<file path="config.mk">
export PLATFORM = sky130hd
export DESIGN_NAME = intbus_short_tx
export DESIGN_NICKNAME = d
export VERILOG_FILES = /design/src/rtl/intbus_short_tx.sv
export SDC_FILE = /design/constraint.sdc
export NUM_CORES = 1
export LEC_CHECK = 0
export BUFFER_PORTS_ARGS = -buffer_cell sky130_fd_sc_hd__buf_2
export CORE_MARGIN = 2
export CORE_UTILIZATION = 45
export DETAILED_ROUTE_END_ITERATION = 16
export PLACE_DENSITY = 0.67
export SYNTH_ARGS = -nofsm -noshare
export SYNTH_HDL_FRONTEND = slang
export SYNTH_SLANG_ARGS = --single-unit
</file>
<file path="constraint.sdc">
create_clock -name clk -period 3.9 [get_ports clk]
set_input_delay 0.78 -clock clk [delete_from_list [all_inputs] [get_ports clk]]
set_output_delay 0.78 -clock clk [all_outputs]
set_load 0.005 [all_outputs]
</file>
<file path="src/rtl/intbus_short_tx.sv">
module intbus_short_tx (
  input  logic       clk,
  input  logic       rst_n,
  input  logic       req_valid,
  input  logic [3:0] req_id,
  input  logic       req_logical,
  input  logic [2:0] req_mode,
  input  logic       req_level,
  input  logic       req_trig,
  input  logic [7:0] req_vector,
  input  logic [7:0] req_dest,
  output logic       busy,
  output logic [1:0] bus_drv,
  input  logic [1:0] bus_in,
  output logic       done,
  output logic [1:0] status
);
  localparam logic [4:0] C_START = 5'd1;
  localparam logic [4:0] C_ARB_LO = 5'd2;
  localparam logic [4:0] C_ARB_HI = 5'd5;
  localparam logic [4:0] C_PAY_LO = 5'd6;
  localparam logic [4:0] C_PAY_HI = 5'd16;
  localparam logic [4:0] C_ST0 = 5'd19;
  localparam logic [4:0] C_ST1 = 5'd20;
  localparam logic [4:0] C_LAST = 5'd21;
  localparam logic [1:0] ST_ACC = 2'b01;
  localparam logic [1:0] ST_RETRY = 2'b10;
  localparam logic [1:0] ST_CSERR = 2'b11;

  logic [4:0] cyc;
  logic       lost;
  logic [2:0] cs;
  logic [1:0] s0_q, code_q, pair;
  logic [3:0] id_q;
  logic       log_q, lvl_q, trg_q;
  logic [2:0] mode_q;
  logic [7:0] vec_q, dst_q;

  wire in_arb = busy && cyc >= C_ARB_LO && cyc <= C_ARB_HI;
  wire in_pay = busy && cyc >= C_PAY_LO && cyc <= C_PAY_HI;

  always_comb begin
    pair = 2'b00;
    case (cyc)
      5'd1:  pair = 2'b01;
      5'd2:  pair = {1'b0, id_q[3]};
      5'd3:  pair = {1'b0, id_q[2]};
      5'd4:  pair = {1'b0, id_q[1]};
      5'd5:  pair = {1'b0, id_q[0]};
      5'd6:  pair = {log_q, mode_q[2]};
      5'd7:  pair = mode_q[1:0];
      5'd8:  pair = {lvl_q, trg_q};
      5'd9:  pair = vec_q[7:6];
      5'd10: pair = vec_q[5:4];
      5'd11: pair = vec_q[3:2];
      5'd12: pair = vec_q[1:0];
      5'd13: pair = log_q ? dst_q[7:6] : 2'b00;
      5'd14: pair = log_q ? dst_q[5:4] : 2'b00;
      5'd15: pair = log_q ? dst_q[3:2] : id_q[3:2];
      5'd16: pair = log_q ? dst_q[1:0] : id_q[1:0];
      5'd17: pair = cs[1:0];
      default: pair = 2'b00;
    endcase
  end

  assign bus_drv = (busy && !lost) ? pair : 2'b00;

  always_ff @(posedge clk or negedge rst_n) begin
    if (!rst_n) begin
      busy <= 1'b0; cyc <= '0; lost <= 1'b0; cs <= '0;
      s0_q <= '0; code_q <= '0; done <= 1'b0; status <= '0;
      id_q <= '0; log_q <= 1'b0; mode_q <= '0; lvl_q <= 1'b0;
      trg_q <= 1'b0; vec_q <= '0; dst_q <= '0;
    end else begin
      done <= 1'b0;
      if (!busy) begin
        if (req_valid) begin
          busy <= 1'b1; cyc <= C_START;
          id_q <= req_id; log_q <= req_logical; mode_q <= req_mode;
          lvl_q <= req_level; trg_q <= req_trig;
          vec_q <= req_vector; dst_q <= req_dest;
        end
      end else begin
        if (cyc == C_START) cs <= '0;
        if (in_pay) cs <= {1'b0, cs[1:0]} + {1'b0, pair} + {2'b00, cs[2]};
        if (in_arb && !lost && bus_in[0] != pair[0]) lost <= 1'b1;
        if (cyc == C_ST0) s0_q <= bus_in;
        if (cyc == C_ST1)
          code_q <= (s0_q == 2'b11) ? ST_CSERR : (bus_in == 2'b11) ? ST_ACC : ST_RETRY;
        if (cyc == C_LAST) begin
          if (lost) begin
            lost <= 1'b0;
            cyc <= C_START;
          end else begin
            done <= 1'b1;
            status <= code_q;
            if (code_q == ST_ACC) begin
              busy <= 1'b0;
              cyc <= '0;
            end else begin
              cyc <= C_START;
            end
          end
        end else begin
          cyc <= cyc + 5'd1;
        end
      end
    end
  end

  p_idle_quiet_r1: assert property (@(posedge clk) disable iff (!rst_n)
    !busy |-> bus_drv == 2'b00);
  p_arb_lane1_r3: assert property (@(posedge clk) disable iff (!rst_n)
    in_arb |-> bus_drv[1] == 1'b0);
  p_tail_zero_r7: assert property (@(posedge clk) disable iff (!rst_n)
    (busy && cyc > 5'd17) |-> bus_drv == 2'b00);
  p_lost_silent_r8: assert property (@(posedge clk) disable iff (!rst_n)
    (in_arb && bus_in[0] != bus_drv[0]) |=> bus_drv == 2'b00);
  p_done_pulse_r10: assert property (@(posedge clk) disable iff (!rst_n)
    done |=> !done);
  p_done_code_r9: assert property (@(posedge clk) disable iff (!rst_n)
    done |-> status != 2'b00);
  p_restart_r10: assert property (@(posedge clk) disable iff (!rst_n)
    (done && status != ST_ACC) |-> (busy && cyc == C_START));
endmodule

</file>
==> impl_metrics.json <==
{
  "outcome": "finished clean",
  "dieArea_um2": 5540,
  "die_h_um": 74.4,
  "mostFrequentLayoutCells": "dfrtp_1, buf_2, mux2_2, o21ai_0",
  "hold_viol": 0,
  "fin_area_um2": 2560,
  "max_freq_mhz": 287,
  "antennaDiodeCount": 0,
  "initial_utilization_pct": 46.9,
  "synth_area_per_cell_um2": 11.2,
  "worstPathCellList": "ha_1, and3_1, ha_1, and2_0, a2111o_1, a2111o_1, nor2b_4, buf_2",
  "drive_above_1_share_pct": 34.6,
  "cts_hold_buffers": 0,
  "final_util_pct": 53.9,
  "start_kind": "flop",
  "syn-cell-area_um2": 2230,
  "cp-end-kind": "output port",
  "grt_pass1_vias": 1600,
  "first_pass_iters": 4,
  "clkTransAtPathRegs_ns": 0.08,
  "worstMarginPinSlew_ns": 0.931,
  "seq_power_share_pct": 46.4,
  "synth-xor-area-share_pct": 0,
  "ant_nets": 0,
  "max-cap-violations": 0,
  "path_class": "reg2out",
  "gp_congestion": 0.880,
  "worst-path-max-fanout": 8,
  "cts_resized": 0,
  "fin_crit_sh_pct": 89.3,
  "clockBufferDepth": 2,
  "arrival_ns": 2.70,
  "crit_slowest_cell": "dfrtp_1",
  "synth_top_family_by_area": "multiplexers",
  "final_common_cell": "dfrtp_1",
  "p_leak_nw": 1.18,
  "synthCells": 199,
  "ys_seq_area_share_pct": 48.2,
  "net-switching-power_mw": 0.636,
  "die_width_um": 74.4,
  "synth_edf_count": 0,
  "placement.setup.worst_slack_ns": 0.731,
  "num_vias": 1672,
  "cp_slowest_stage_delay_ns": 0.47,
  "grt_overflow": 0,
  "swShare_pct": 36.6,
  "synth.distinct_cells": 49,
  "placed_area_um2": 2460,
  "drcViolationCount": 0,
  "yosysWarnings": 0,
  "slew_headroom_pct": 38.0,
  "finalPower_mw": 1.74,
  "via_per_inst": 5.55,
  "grt_pass1_wl_um": 7620,
  "p_clk_share_pct": 17.6,
  "core-area_um2": 4750,
  "port_buffers": 36,
  "synth-adder-area-share_pct": 4.60,
  "synth_mux_area_share_pct": 16.1,
  "io_pins": 37,
  "cts_buffers": 5,
  "whs_ns": 0.506,
  "cts_num_sinks": 43,
  "clk_latency_ns": 0.29,
  "cts-root-buf": "clkbuf_8",
  "period_needed_ns": 3.48,
  "grt_max_degree": 44,
  "wl_um": 4520,
  "cts_setup_buffers": 0,
  "rsz0062_at_grt": "no",
  "setup_viol": 0,
  "p_per_area_nw_per_um2": 679,
  "p_int_mw": 1.10,
  "dp_hpwl_um": 3390,
  "finalNonFillerCells": 301,
  "setup_ws_ns": 0.418,
  "synth_ff_type": "dfrtp_1",
  "synth_seq_cells": 43,
  "skew_ns": 0.00708,
  "synthSimpleGateAreaFrac_pct": 15.2,
  "row_count": 25,
  "layout.nets": 271,
  "grtUsageTotal_pct": 18.2,
  "holdCritPathClass": "reg2reg",
  "syn_nets": 237,
  "tns_ns": 0,
  "htreeDepth": 2,
  "required_ns": 3.12,
  "placedCellCount": 293,
  "async_reset_ff_share_pct": 100,
  "drv_slew": 0,
  "antenna_found_initial": 0,
  "combPwrFrac_pct": 36.0,
  "wl_per_cell_um": 15.0,
  "cts_tree": "done",
  "synth_compound_area_share_pct": 12.2,
  "syn_to_final_growth_pct": 14.7,
  "vdd_drop_max_v": 0.000308,
  "drt-initial-drc-count": 78
}
-- worst max-delay path: cells and delay by family (launching register included) --
| kind | cells | cell delay (ns) |
|---|---|---|
| flip-flops | 1 | 0.47 |
| buffers and inverters | 1 | 0.12 |
| adder cells (fa/ha/maj) | 2 | 0.52 |
| AO/OA/AOI/OAI | 2 | 0.83 |
| AND/OR/NAND/NOR | 3 | 0.46 |
-- layer usage --
metal	vias up	GRT usage [%]	share of wire, %
met1	809	26.4	49
met3	10	3.79	4.9
li1	801	-	-
met2	52	27.2	44
met4	0	5.75	1.7
met5	-	0	0
-- cell type report --
| class | instances | area (µm²) |
|---|---|---|
| Multi-Input combinational cell | 136 | 1080 |
| Sequential cell | 43 | 1080 |
| Tap cell | 67 | 83.8 |
| Fill cell | 466 | 2190 |
| Inverter | 10 | 37.5 |
| Timing Repair Buffer | 37 | 188 |
| Clock buffer | 8 | 100 |
-- worst paths after layout --
check,start,endpoint,slack (ns),cells after the start
max,cyc[0]$_DFFE_PN0P_,bus_drv[1],0.42,8
min,status[0]$_DFFE_PN0P_,status[0]$_DFFE_PN0P_,0.51,1
max reg2reg,cyc[0]$_DFFE_PN0P_,cs[1]$_DFFE_PN0P_,0.80,11
min reg2reg,status[0]$_DFFE_PN0P_,status[0]$_DFFE_PN0P_,0.51,1
max in group asynchronous,rst_n,dst_q[3]$_DFFE_PN0P_,2.69,1
min in group asynchronous,rst_n,id_q[0]$_DFFE_PN0P_,0.62,1
-- flip-flops by register name (all words and copies together), names as in the netlist --
register	count
id_q	4
trg_q	1
code_q	2
s0_q	2
cyc	5
vec_q	8
lvl_q	1
cs	3
mode_q	3
status	2
dst_q	8
busy	1
lost	1
log_q	1
done	1
-- cell families (layout without fill, tap and decap cells) --
kind of cell             count (synthesis)  in the layout
adder cells (fa/ha/maj)                  7              7
buffers and inverters                   20             55
flip-flops                              43             43
AND/OR/NAND/NOR                         58             58
AO/OA/AOI/OAI                           39             39
multiplexers                            32             32
-- power groups by stage --
stage / sequential (mW) / clock (mW) / combinational (mW)
after floorplan: 0.712 / 0 / 0.549
after global placement: 0.806 / 0 / 0.616
after detailed placement: 0.815 / 0 / 0.630
after CTS: 0.807 / 0.312 / 0.632
after global routing: 0.836 / 0.330 / 0.725
final: 0.807 / 0.306 / 0.627
-- synthesized netlist by cell type, types with 2 or more instances --
library cell	instances	area share, %
mux2_2	31	16
a22oi_1	3	1.0
buf_1	2	0.34
a22o_1	2	0.78
a21oi_1	6	1.3
buf_2	3	0.67
nor2b_1	3	0.84
nand4_1	6	1.7
clkbuf_1	4	0.67
and3_1	4	1.1
o31ai_1	3	1.0
nor2_1	7	1.2
nand2_1	10	1.7
fa_1	2	1.8
ha_1	5	2.8
nand3_1	7	1.6
a221oi_1	2	0.78
o21ai_0	11	2.5
inv_1	10	1.7
nand2b_1	3	0.84
nand3b_1	2	0.67
nor4b_1	2	0.78
a2111o_1	2	1.0
dfrtp_1	43	48
nor3_1	2	0.45
Power figures use the tool's default switching activity.
